==> src/rtl/splitTimerPkg.sv <==
package splitTimerPkg;
  typedef struct packed {
    logic loadLo;
    logic loadHi;
  } timerStrobes_t;
endpackage

==> src/rtl/splitTimerCtrl.sv <==
module splitTimerCtrl
  import splitTimerPkg::*;
(
  input  logic          wrEn,
  input  logic          wrSel,
  output timerStrobes_t strb
);
  always_comb begin
    strb.loadLo = wrEn && !wrSel;
    strb.loadHi = wrEn && wrSel;
  end
endmodule

==> src/rtl/splitTimerPath.sv <==
module splitTimerPath
  import splitTimerPkg::*;
#(
  parameter int HALF_W   = 32,
  parameter bit TIMER_EN = 1'b1
) (
  input  logic                clk,
  input  logic                rst,
  input  timerStrobes_t       strb,
  input  logic [HALF_W-1:0]   wrData,
  output logic [HALF_W-1:0]   loWord,
  output logic [HALF_W-1:0]   hiWord,
  output logic [2*HALF_W-1:0] timeSync
);
  localparam int SUM_W = HALF_W + 1;
  localparam logic [HALF_W-1:0] ONE = HALF_W'(1);

  logic [SUM_W-1:0]  loSum;
  logic [HALF_W-1:0] loDly;
  logic              carryQ;

  assign loSum = {1'b0, loWord} + SUM_W'(1);

  // low half with captured carry-out
  always_ff @(posedge clk) begin
    if (rst) begin
      loWord <= '0;
      carryQ <= 1'b0;
    end else if (strb.loadLo) begin
      loWord <= wrData;
      carryQ <= 1'b0;
    end else begin
      loWord <= loSum[HALF_W-1:0];
      carryQ <= loSum[HALF_W];
    end
  end

  // high half consumes the registered carry one clock late
  always_ff @(posedge clk) begin
    if (rst)              hiWord <= '0;
    else if (strb.loadHi) hiWord <= wrData;
    else                  hiWord <= hiWord + HALF_W'(carryQ);
  end

  always_ff @(posedge clk) begin
    if (rst) loDly <= '0;
    else     loDly <= loWord;
  end

  generate
    if (TIMER_EN) begin : g_on
      assign timeSync = {hiWord, loDly};
    end else begin : g_off
      assign timeSync = '0;
    end
  endgenerate

  assert_reset_clear_R1: assert property (@(posedge clk)
    rst |=> (loWord == '0 && hiWord == '0 && !carryQ && loDly == '0));

  assert_low_step_R2: assert property (@(posedge clk) disable iff (rst)
    !strb.loadLo |=> loWord == $past(loWord) + ONE);

  assert_carry_late_R3: assert property (@(posedge clk) disable iff (rst)
    (carryQ && !strb.loadHi) |=> hiWord == $past(hiWord) + ONE);

  assert_low_load_R7: assert property (@(posedge clk) disable iff (rst)
    strb.loadLo |=> (loWord == $past(wrData) && !carryQ));

  assert_high_load_R8: assert property (@(posedge clk) disable iff (rst)
    strb.loadHi |=> hiWord == $past(wrData));

  generate
    if (TIMER_EN) begin : g_chk
      assert_sync_step_R5: assert property (@(posedge clk) disable iff (rst)
        (!$past(rst) && !strb.loadLo && !strb.loadHi &&
         !$past(strb.loadLo) && !$past(strb.loadHi))
        |=> timeSync == $past(timeSync) + (2*HALF_W)'(1));
    end
  endgenerate
endmodule

==> src/rtl/splitTimer.sv <==
module splitTimer
  import splitTimerPkg::*;
#(
  parameter int HALF_W   = 32,
  parameter bit TIMER_EN = 1'b1
) (
  input  logic                clk,
  input  logic                rst,
  input  logic                wrEn,
  input  logic                wrSel,
  input  logic [HALF_W-1:0]   wrData,
  input  logic                rdSel,
  output logic [HALF_W-1:0]   rdData,
  output logic [2*HALF_W-1:0] timeRaw,
  output logic [2*HALF_W-1:0] timeSync
);
  timerStrobes_t     strb;
  logic [HALF_W-1:0] loWord;
  logic [HALF_W-1:0] hiWord;

  splitTimerCtrl u_ctrl (
    .wrEn  (wrEn),
    .wrSel (wrSel),
    .strb  (strb)
  );

  splitTimerPath #(.HALF_W(HALF_W), .TIMER_EN(TIMER_EN)) u_path (
    .clk      (clk),
    .rst      (rst),
    .strb     (strb),
    .wrData   (wrData),
    .loWord   (loWord),
    .hiWord   (hiWord),
    .timeSync (timeSync)
  );

  assign timeRaw = {hiWord, loWord};
  assign rdData  = rdSel ? hiWord : loWord;
endmodule

==> config.mk <==
export PLATFORM = sky130hd
export DESIGN_NAME = splitTimer
export DESIGN_NICKNAME = d
export VERILOG_FILES = /design/src/rtl/splitTimerPkg.sv /design/src/rtl/splitTimerCtrl.sv /design/src/rtl/splitTimerPath.sv /design/src/rtl/splitTimer.sv
export SDC_FILE = /design/constraint.sdc
export NUM_CORES = 1
export LEC_CHECK = 0
export BUFFER_PORTS_ARGS = -buffer_cell sky130_fd_sc_hd__buf_4
export CORE_ASPECT_RATIO = 1.75
export CORE_MARGIN = 3
export CORE_UTILIZATION = 25
export CTS_CLUSTER_DIAMETER = 120
export DETAILED_ROUTE_END_ITERATION = 8
export PLACE_DENSITY_LB_ADDON = 0.25
export RECOVER_POWER = 50
export SLEW_MARGIN = 15
export SYNTH_ARGS = -nofsm -noshare
export SYNTH_HDL_FRONTEND = slang
export SYNTH_SLANG_ARGS = --single-unit
export TNS_END_PERCENT = 50
==> constraint.sdc <==
create_clock -name clk -period 3.5 [get_ports clk]
set_clock_uncertainty 0.2 [all_clocks]
set_input_delay 0.7 -clock clk [delete_from_list [all_inputs] [get_ports clk]]
set_output_delay 0.7 -clock clk [all_outputs]
set_load 0.02 [all_outputs]
==> run summary <==
Die Width - 111 microns
Netlist cell types - 33
Routability congestion estimate - 0.741
GRT Resource Usage Total - 0.152
Post-route antenna net violation count - 0
Layout area overhead - 29.4%
DRC Markers - 0
Worst-path cell chain - ha_1 -> ha_1 -> nand3_1 -> or4_1 -> nor4_2 -> xnor2_1 -> a211oi_1
First DRT Iteration DRCs - 180
P_leak - 2.35 nW
Hold-fix buffers, CTS - 0
Clk sinks - 97
Setup crit end kind - flip-flop
Final Critical Period - 2750 ps
Antenna violations before repair - 0
CTS Root Cell - clkbuf_16
PortBufs - 196
Setup crit start kind - flip-flop
Drt total wl - 16.3 mm
Clock tree from TritonCTS - built
Area share of the largest cell type after synthesis - 0.401
Fmax - 364 MHz
Run status - finished, final reports clean
Setup violations, final - 0
Count leader, synth - dfxtp_1
Hold crit path type - flip-flop to flip-flop
Vias in the first global route - 4296
EDFF count, synth - 0
Worst VDD drop - 0.000189 V
Crit Path Class - flip-flop to flip-flop
Grt total ovfl - 0
Vias/cell - 4.68
I/O pins - 197
Layout Utilization - 0.332
Register area share after synthesis - 0.401
Crit path required time - 3540 ps
Measured slew at the worst slew-check pin - 1400 ps
# Post-CTS Setup Buffers - 0
Synth async-reset ratio - 0
Diode count - 0
CP max stage cell - or4_1
Most used cell, CP - ha_1
Syn Area/Cell - 8.91 sq um
Die area - 0.0211 sq mm
Max-slew violations - 0
Final hold violations - 0
H-tree Lvls - 3
Post-Syn Instances - 543
Routed WL per cell - 17.5 microns
Dominant synthesized flop cell - dfxtp_1
Synth top cells by count - 97 x dfxtp_1, 70 x nor2_1, 53 x a211oi_1, 32 x buf_4, 31 x nor2b_1
Post-Syn Area - 0.00484 sq mm
Largest net degree at the start of global routing - 65
CP max FO - 9
Final period utilization - 0.786
Max Cap Viol - 0
Worst hold slack - 345 ps
Synth warn - 0
First-pass GRT wire length - 25.1 mm
CTS clk-pin slew, worst paths - 70 ps
Via count - 4366
PwrDens - 433 mW/mm^2
Layout cells sized above 1 - 0.254
Critical Path AT - 2790 ps
Pre-CTS setup slack - 768 ps
Core ar. - 0.0188 sq mm
Clk buf depth - 2
Starting Density - 0.257
Largest stage delay on the critical path - 760 ps
DRT Pass-1 Iters - 5
Die height - 190 microns
CTS Buf Count - 9
PostCTS Resize Cnt - 0
Final setup margin - 750 ps
Post-route setup TNS - 0 ps
Slew HR - 0.0685
Hpwl dp - 12.2 mm
R2R Setup Slk - 750 ps
Post-synth net total - 583
Row count - 66
RSZ-0062 raised after global routing - no
Nets - 729
Area contributors post-synth - dfxtp_1 40%, a211oi_1 8.2%, mux2_2 7.0%, nor2_1 5.4%, xnor2_1 5.4%
Yosys top cell by area - dfxtp_1
Yosys reg bits - 97
Worst-Skew Late Latency - 350 ps
cells by family (layout without fill, tap and decap cells):
group	after synthesis	in the layout	share of synthesized area
compound gates	70	70	0.104
fa+ha+maj	3	3	0.00776
flops	97	97	0.401
buf+inv	74	225	0.0843
xor+xnor	55	55	0.0996
mux	31	31	0.0719
simple gates	213	213	0.231
routing by layer:
layer	up-vias	wire, microns	global-route usage
li1	2156	-	-
met1	2065	6260	0.167
met2	134	9140	0.290
met3	11	681	0.0286
met4	0	243	0.0492
met5	-	0	0
layout by cell type (no fill, tap or decap), types with 4 or more instances in the layout:
cell type  count
dfxtp_1       97
nor4_1         4
nor4_2         6
nor3_1        10
nand4_1       19
nand3_1       18
mux2_2        30
a211oi_1      53
clkbuf_16      9
xnor2_1       30
nand2_1       27
and4_1         7
buf_4        118
nor2b_1       31
inv_1          8
or3_1          6
and3_1         6
xor2_1        25
nor2_1        70
a311oi_1       5
clkbuf_1      81
o21ai_0       10
final timing paths:
path	start	endpoint	cells after the start
setup / recovery	u_path.hiWord[0]$_SDFF_PP0_	u_path.hiWord[30]$_SDFF_PP0_	7
hold / removal	u_path.loWord[16]$_SDFF_PP0_	u_path.loDly[16]$_SDFF_PP0_	1
setup reg to reg	u_path.hiWord[0]$_SDFF_PP0_	u_path.hiWord[30]$_SDFF_PP0_	7
hold reg to reg	u_path.loWord[16]$_SDFF_PP0_	u_path.loDly[16]$_SDFF_PP0_	1
flip-flops by register name, summed over array words and instances (netlist names):
name / flops
u_path.hiWord: 32
u_path.loDly: 32
u_path.loWord: 32
u_path.carryQ: 1
worst max-delay path: cells and delay by family (launching register included):
| kind | cells | cell delay (ps) |
|---|---|---|
| xor+xnor | 1 | 110 |
| compound gates | 1 | 240 |
| simple gates | 3 | 1270 |
| fa+ha+maj | 2 | 420 |
| flops | 1 | 400 |
report_power, final:
group | leakage [nW] | internal (W) | switching (W) | total (W)
Clock | 0.122 | 0.000480 | 0.000434 | 0.000914
Sequential | 0.798 | 0.00117 | 0.000106 | 0.00128
Combinational | 1.43 | 0.000218 | 0.000305 | 0.000523
final cells by class:
cell class	count	area (sq um)
clock buffers	11	233
fillers	2076	12600
well taps	238	298
clock inverters	5	32.5
inverters	8	30.0
repair buffers	201	1230
flip-flops and latches	97	1940
multi-input cells	372	2490
stage by stage:
step,instances,power (W),instance area [sq um]
finish,932,0.00271,6260
detailed placement,916,0.00187,6300
CTS,932,0.00280,6560
global route,932,0.00285,6260
global placement,916,0.00187,6300
floorplan,543,0.00161,4840
(Power assumes the default switching activity.)
